<file path="src/rtl/sleep_seq_pkg.sv">
package sleep_seq_pkg;

    typedef enum logic [2:0] {
        ST_AWAKE   = 3'd0,
        ST_ENTER   = 3'd1,
        ST_HOLD    = 3'd2,
        ST_EXIT    = 3'd3,
        ST_RECOVER = 3'd4
    } slp_state_e;

    typedef struct packed {
        logic asleep;
        logic access_ok;
        logic out_disable;
    } slp_flags_t;

    function automatic slp_flags_t flags_of(slp_state_e s);
        slp_flags_t f;
        f.asleep      = (s == ST_HOLD);
        f.access_ok   = (s == ST_AWAKE);
        f.out_disable = (s != ST_AWAKE);
        return f;
    endfunction

    function automatic int max3(int a, int b, int c);
        int m;
        m = (a > b) ? a : b;
        return (m > c) ? m : c;
    endfunction

endpackage

</file>
<file path="src/rtl/sleep_sync.sv">
module sleep_sync #(
    parameter int STAGES = 2
) (
    input  logic clk,
    input  logic rst,
    input  logic din,
    output logic dout
);
    logic [STAGES-1:0] chain;

    generate
        for (genvar i = 0; i < STAGES; i++) begin : g_stage
            if (i == 0) begin : g_first
                always_ff @(posedge clk) begin
                    if (rst) chain[0] <= 1'b0;
                    else     chain[0] <= din;
                end
            end else begin : g_next
                always_ff @(posedge clk) begin
                    if (rst) chain[i] <= 1'b0;
                    else     chain[i] <= chain[i-1];
                end
            end
        end
    endgenerate

    assign dout = chain[STAGES-1];
endmodule

</file>
<file path="src/rtl/sleep_phase_timer.sv">
module sleep_phase_timer #(
    parameter int TW = 2
) (
    input  logic          clk,
    input  logic          rst,
    input  logic          load,
    input  logic [TW-1:0] load_val,
    output logic          expired
);
    logic [TW-1:0] cnt;

    always_ff @(posedge clk) begin
        if (rst)                cnt <= '0;
        else if (load)          cnt <= load_val;
        else if (cnt != '0)     cnt <= cnt - 1'b1;
    end

    assign expired = (cnt == '0);
endmodule

</file>
<file path="src/rtl/sleep_seq_ctrl.sv">
module sleep_seq_ctrl
    import sleep_seq_pkg::*;
#(
    parameter int SYNC_STAGES     = 2,
    parameter int ENTRY_CYCLES    = 2,
    parameter int EXIT_CYCLES     = 2,
    parameter int RECOVERY_CYCLES = 2
) (
    input  logic clk,
    input  logic rst,
    input  logic sleep_req,
    input  logic deselected,
    input  logic acc_start,
    output logic asleep,
    output logic access_ok,
    output logic out_disable,
    output logic violation
);
    localparam int MAXC = max3(ENTRY_CYCLES, EXIT_CYCLES, RECOVERY_CYCLES);
    localparam int TW   = $clog2(MAXC + 1);
    localparam logic [TW-1:0] LD_ENTRY = TW'(ENTRY_CYCLES - 1);
    localparam logic [TW-1:0] LD_EXIT  = TW'(EXIT_CYCLES - 1);
    localparam logic [TW-1:0] LD_REC   = TW'(RECOVERY_CYCLES - 1);

    slp_state_e    st, st_nxt;
    logic          req_s;
    logic          t_load, t_expired;
    logic [TW-1:0] t_val;
    logic          set_viol;
    logic          viol_q;
    slp_flags_t    flags;

    sleep_sync #(.STAGES(SYNC_STAGES)) u_sync (
        .clk  (clk),
        .rst  (rst),
        .din  (sleep_req),
        .dout (req_s)
    );

    sleep_phase_timer #(.TW(TW)) u_timer (
        .clk      (clk),
        .rst      (rst),
        .load     (t_load),
        .load_val (t_val),
        .expired  (t_expired)
    );

    always_comb begin
        st_nxt   = st;
        t_load   = 1'b0;
        t_val    = '0;
        set_viol = 1'b0;
        case (st)
            ST_AWAKE: begin
                if (req_s) begin
                    st_nxt   = ST_ENTER;
                    t_load   = 1'b1;
                    t_val    = LD_ENTRY;
                    set_viol = !deselected;
                end
            end
            ST_ENTER: begin
                if (t_expired) st_nxt = ST_HOLD;
            end
            ST_HOLD: begin
                if (!req_s) begin
                    st_nxt = ST_EXIT;
                    t_load = 1'b1;
                    t_val  = LD_EXIT;
                end
            end
            ST_EXIT: begin
                if (t_expired) begin
                    st_nxt = ST_RECOVER;
                    t_load = 1'b1;
                    t_val  = LD_REC;
                end
            end
            ST_RECOVER: begin
                set_viol = acc_start;
                if (t_expired) st_nxt = ST_AWAKE;
            end
            default: st_nxt = ST_AWAKE;
        endcase
    end

    always_ff @(posedge clk) begin
        if (rst) begin
            st     <= ST_AWAKE;
            viol_q <= 1'b0;
        end else begin
            st     <= st_nxt;
            viol_q <= viol_q | set_viol;
        end
    end

    assign flags       = flags_of(st);
    assign asleep      = flags.asleep;
    assign access_ok   = flags.access_ok;
    assign out_disable = flags.out_disable;
    assign violation   = viol_q;
endmodule

</file>
<file path="config.mk">
export PLATFORM = sky130hd
export DESIGN_NAME = sleep_seq_ctrl
export DESIGN_NICKNAME = d
export VERILOG_FILES = /design/src/rtl/sleep_seq_pkg.sv /design/src/rtl/sleep_sync.sv /design/src/rtl/sleep_phase_timer.sv /design/src/rtl/sleep_seq_ctrl.sv
export SDC_FILE = /design/constraint.sdc
export NUM_CORES = 1
export LEC_CHECK = 0
export BUFFER_PORTS_ARGS = -buffer_cell sky130_fd_sc_hd__buf_2
export CAP_MARGIN = 20
export CORE_MARGIN = 3
export CORE_UTILIZATION = 30
export CTS_CLUSTER_DIAMETER = 150
export DETAILED_ROUTE_END_ITERATION = 10
export GPL_TIMING_DRIVEN = 0
export PLACE_DENSITY = 0.6
export SYNTH_ARGS = -nofsm -noshare
export SYNTH_HDL_FRONTEND = slang
export SYNTH_HIERARCHICAL = 1
export SYNTH_SLANG_ARGS = --single-unit
</file>
<file path="constraint.sdc">
create_clock -name clk -period 1.7 [get_ports clk]
set_input_delay 0 -clock clk [delete_from_list [all_inputs] [get_ports clk]]
set_output_delay 0 -clock clk [all_outputs]
set_load 0.05 [all_outputs]
</file>
==> impl_results.md, run 1 <==
- Status: complete, no violations
- EDFF count, synth: 0
- Final wirelength: about 730 µm
- Final Util: 0.427
- Routed vias: around 330
- Hpwl dp: around 510 µm
- Antenna cells: 0
- Hold Path Class: in2reg
- Grt total ovfl: 0
- Area Growth Syn to Fin: 22.4%
- Top cells by count, synth: dfxtp_1 (8), nand3b_1 (4), nor2_1 (4)
- Final setup vio count: 0
- PwrDens: around 1600 mW/mm²
- Final GP Congestion: 0.639
- Sink Count: 8
- Pleak: 0.218 nW
- Max incr delay on CP: 0.34 ns
- Largest area contributor in the netlist: dfxtp_1
- Vias/cell: between 4 and 5
- Die area: approximately 0.0019 mm²
- Max H-tree Level: 1
- CTS max path bufs: 2
- CP bufs+invs: 1
- Final worst path period need: between 1.5 and 2 ns
- Power, Total: 0.805 mW
- Fin Clk Skew: roughly 0.0037 ns
- Fmax: 651 MHz
- Post-route ant nets: 0
- Core footprint: around 0.0012 mm²
- Slowest-stage cell, CP: dfxtp_1
- Clock transition at path regs: approximately 0.05 ns
- DP Worst Slack: about 0.11 ns
- Non-filler cells, final: 70
- Mux contribution to synthesized area: 0
- Clk root buf: clkbuf_4
- Initial Util: 0.349
- Min Hold Slack: 0.0452 ns
- Crit-path cells: inv_1 -> ha_1 -> and2_4 -> o21ai_1 -> a21oi_2 -> o41ai_2
- Simple-gate share of the synthesized area: 0.340
- Row count: 12
- Skew-Pair Late Insertion Delay: 0.26 ns
- Die Span Y: 43.4 µm
- # nets final: between 60 and 70
- Setup tns final: 0 ns
- Crit-path leading delay family: compound AO/OA/AOI/OAI gates
- Synth cell types: 26
- Share of cells above drive strength 1: 0.375
- Worst-path fanout max: 5
- Cell Area, Synth: 419 µm²
- Synth top area cells: dfxtp_1 (38%), nand3b_1 (7.2%), nor2b_1 (4.5%)
- Placed cell area: approximately 480 µm²
- IO Count: 9
- Area share of the leading cell type in the synthesized netlist: 0.382
- Worst vdd ir: between 0.7 and 0.8 mV
- Max_cap viols: 0
- Total CTS buffers: 3
- Top-count cell post-synth: dfxtp_1
- Ys Warns: 6
- Die X: approximately 43 µm
- Final Hold Vio Count: 0
- PortBufs: 8
- Placed Cells incl. Taps: 66
- Initial drt markers: 0
- # Post-CTS Setup Buffers: 0
- Total global-route track usage: 0.0986
- Final period util: 0.904
- Crit path kind: reg2reg
- Unrepaired setup endpoints after global routing: false
- Pin count of the biggest net entering global routing: 11
- Drt drc: 0
- Sequential fraction of the synthesis area: 0.382
- Post-route setup slack: 0.163 ns
- Main flop type after synthesis: dfxtp_1
- Ys async rst share: 0
- Max Transition Viols Final: 0
- Crit path required time: about 1.9 ns
- Global-route wire length before repair: roughly 1300 µm
- Cells after synthesis: 44
- #FFs+latches synth: 8
- Drt pass-1 iters: 1
- Arr. time, crit path: 1.70 ns
- Final instance area: between 500 and 600 µm²
- TritonCTS clock tree: yes
- Worst setup EP type: register
- Initial antenna violation count: 0
- Startpoint types: register
- Post-Synth XOR/XNOR Area: 0.0627
- Post-Synth Adder-Cell Area: 0.0299
- Net count after synthesis: 50
- Synth Area in Compound Gates: 0.110
- Synthesized area per cell: 9.53 µm²
- Reg2Reg Setup Slack: 0.16 ns
- Vias in the first global route: about 300
- Post-DR wirelength/cell: about 10 µm
- Main combinational cell family by area after synthesis: simple AND/OR/NAND/NOR gates
state kept, by name, summed over array words and instances, names as in the netlist:
signal,cells
st,3
u_sync/chain,1
u_sync/dout,1
u_timer/cnt,2
violation,1
logic make-up (layout without fill, tap and decap cells):
family,after synthesis,after routing
compound gates,6,6
other cells,1,1
fa+ha+maj,1,1
buf+inv,5,17
xor+xnor,3,3
simple gates,20,20
flops,8,8
report_power, final:
part	leakage, nW	total (mW)	switching [mW]	internal, mW
logic	0.139	0.411	0.259	0.151
clock network	0.0138	0.147	0.0664	0.0809
registers	0.0657	0.248	0.0238	0.224
total	0.218	0.805	0.350	0.456
worst reg2reg max path, delay by kind of cell (launching register included):
family                     cells  cell delay (ns)
and+or+nand+nor                1             0.20
buffers and inverters          1             0.05
adders and majority gates      1             0.24
AOI/OAI and AO/OA              3             0.62
DFF                            1             0.34
layer usage:
metal  GRT usage  vias up  routed length, µm
li1            -      174                  -
met1       0.111      142                314
met2       0.142        9                338
met3      0.0622        3                 61
met4      0.0542        0                 17
met5           0        -                  0
path summary, 6_finish.rpt:
path                        start        endpoint  cells after the start
setup / recovery   u_timer/cnt[0]  u_timer/cnt[1]                      6
hold reg to reg   u_sync/chain[0]     u_sync/dout                      1
setup reg to reg   u_timer/cnt[0]  u_timer/cnt[1]                      6
hold / removal                rst           st[2]                      2
cells in the final DEF, fill, tap and decap left out, types with 2 or more instances in the layout:
master    n
buf_2     9
inv_1     2
nor2b_1   3
dfxtp_1   8
nor2_1    4
clkbuf_4  3
nand3b_1  4
xor2_1    2
cell type report:
| class | instances | area (µm²) |
|---|---|---|
| clock buffers | 3 | 22.5 |
| inverters | 3 | 11.3 |
| multi-input cells | 31 | 235 |
| well taps | 14 | 17.5 |
| plain buffers | 2 | 16.3 |
| fillers | 129 | 688 |
| flip-flops and latches | 8 | 160 |
| repair buffers | 9 | 50.0 |
repair_timing:
item,4_1_cts,5_1_grt
setup endpoints to repair,0,2
resized for setup,0,2
hold buffers,1,0
endpoints found under the hold margin,1,0
No activity file was read; power rests on OpenSTA's default activity.
==> inputs of run 2 (changes only) <==
- CORE_MARGIN: 3 -> 4
- GPL_ROUTABILITY_DRIVEN: unset -> 0
==> run 2 against run 1 <==
Sequential power is essentially flat. Core utilization shrank 3.2 points. Via count shrank 0.30%. Critical path type unchanged. Total power is essentially flat. Flip-flop and latch count is the same. Clock-buffer cell count is the same. Die area grew 9.4%.
==> impl_results.md, run 2 (synthesis results as in run 1) <==
- Status: complete, no violations
- # nets final: 64 (unchanged)
- Routed vias: 327 (-0.30%)
- Reg2reg end: u_timer/cnt[1]
- Reg2reg start: u_timer/cnt[0]
- Die X: 45.4 µm (+4.6%)
- Drt pass-1 iters: 3 (+2)
- Worst setup path end: u_timer/cnt[1]
- Area Growth Syn to Fin: 22.7%
- Vias/cell: 4.61 (-1.7%)
- TritonCTS clock tree: yes
- Worst setup EP type: register
- Fmax: 653 MHz (+0.40%)
- Crit path kind: reg2reg
- Reg2Reg Setup Slack: 0.17 ns (about the same)
- Startpoint types: register
- Drt drc: 0 (unchanged)
- Max FFs per register: 3 (unchanged)
- Skew-Pair Late Insertion Delay: 0.25 ns (about the same)
- Fin Clk Skew: 0.00459 ns (+0.000911 ns)
- Global-route wire length before repair: 1260 µm (-3.2%)
- Regs by FF count: st x3, u_timer/cnt x2
- Vias in the first global route: 297 (-0.34%)
- # Post-CTS Setup Buffers: 0 (unchanged)
- Arr. time, crit path: 1.69 ns (about the same)
- Worst-path fanout max: 5 (unchanged)
- Unrepaired setup endpoints after global routing: false
- Max H-tree Level: 1 (unchanged)
- Reg2Reg Depth: 6 (unchanged)
- Die Span Y: 45.4 µm (+4.6%)
- Sink Count: 8 (unchanged)
- Antenna cells: 0 (unchanged)
- Most frequent cells in the layout: buf_2 (9), dfxtp_1 (8), nor2_1 (4), nand3b_1 (4)
- Final worst path period need: 1.53 ns (-0.00619 ns)
- PortBufs: 8 (unchanged)
- Post-route ant nets: 0 (unchanged)
- Worst vdd ir: 0.614 mV (-18%)
- Die area: 0.00206 mm² (+9.4%)
- Row count: 13 (+1)
- Hold Path Class: in2reg
- Core footprint: 0.00130 mm² (+8.3%)
- Multi-input combinational cell area: 235 µm² (unchanged)
- Final Hold Vio Count: 0 (unchanged)
- Final wirelength: 731 µm (-0.14%)
- FF/Latch Area: 160 µm² (unchanged)
- Total global-route track usage: 0.0892 (-0.00934)
- Commonest non-fill, non-tap cell in the layout: buf_2
- Initial Util: 0.322 (-0.0268)
- Max Transition Viols Final: 0 (unchanged)
- Total CTS buffers: 3 (unchanged)
- Post-DR wirelength/cell: 10.3 µm (-1.5%)
- CTS max path bufs: 2 (unchanged)
- Grt total ovfl: 0 (unchanged)
- Largest reg by FF count: st
- PwrDens: 1560 mW/mm² (-0.32%)
- Crit path required time: 1.86 ns (about the same)
- Pin count of the biggest net entering global routing: 11 (unchanged)
- Final setup vio count: 0 (unchanged)
- Placed Cells incl. Taps: 67 (+1.5%)
- Pleak: 0.218 nW (unchanged)
- Clk root buf: clkbuf_4
- Worst Setup SP: u_timer/cnt[0]
- Setup tns final: 0 ns (unchanged)
- IO Count: 9 (unchanged)
- Fillers: 150 (+16%)
- Max_cap viols: 0 (unchanged)
- Initial antenna violation count: 0 (unchanged)
- Final Util: 0.395 (-0.0319)
- Non-filler cells, final: 71 (+1.4%)
- Share of cells above drive strength 1: 0.375 (unchanged)
- Clock transition at path regs: 0.06 ns (about the same)
- Final period util: 0.900 (-0.00364)
- Initial drt markers: 2 (+2)
run 2: cell counts in the layout (fill, tap and decap cells not counted):
Identical to the previous run, type by type.
run 2: critical path: stages (launching register included):
cell	delay (ns)
dfxtp_1	0.34
inv_1	0.05
ha_1	0.25
and2_4	0.20
o21ai_1	0.16
a21oi_2	0.11
o41ai_2	0.32
run 2: where the power goes:
part	internal [mW]	leakage [nW]	switching, mW
registers	0.224	0.0657	0.0232
logic	0.152	0.139	0.260
clock network	0.0808	0.0138	0.0648
total	0.456	0.218	0.348
run 2: metrics by stage:
stage	hold WS (ns)	worst slack, ns	area [µm²]	power [mW]
4_1_cts	0.0406	0.0918	510	0.816
6_report	0.0450	0.169	514	0.805
3_5_place_dp	0.220	0.127	478	0.660
2_1_floorplan	0.0691	0.0914	419	0.588
5_1_grt	0.0670	0.0482	514	0.872
3_3_place_gp	0.216	0.134	478	0.650
run 2: timing repair:
item / CTS / global route
endpoints found under the hold margin: 1 / 0
resized for setup: 0 / 2
hold buffers: 1 / 0
endpoints found under the setup margin: 0 / 2
run 2: per-layer routing:
layer  share of wire  vias up  track usage
met5               0        -            0
met4           0.011        0       0.0351
met3           0.079        2       0.0593
met2            0.41        9        0.114
met1            0.50      143        0.116
li1                -      173            -
run 2: worst min-delay path by stage:
stage | start | to | slack [ns] | cells past startpoint
2_1_floorplan | rst | st[2] | 0.07 | 1
3_3_place_gp | sleep_req | u_sync/chain[0] | 0.22 | 2
3_5_place_dp | sleep_req | u_sync/chain[0] | 0.22 | 2
4_1_cts | rst | st[1] | 0.04 | 2
5_1_grt | rst | st[1] | 0.07 | 2
6_report | rst | st[1] | 0.04 | 2
run 2: cell type report:
| type | instances | area share |
|---|---|---|
| multi-input combinational | 31 | 0.457 |
| sequential | 8 | 0.311 |
| timing repair buffer | 9 | 0.0973 |
| clock buffer | 3 | 0.0438 |
| tap | 15 | 0.0365 |
| buffer | 2 | 0.0316 |
| inverter | 3 | 0.0219 |
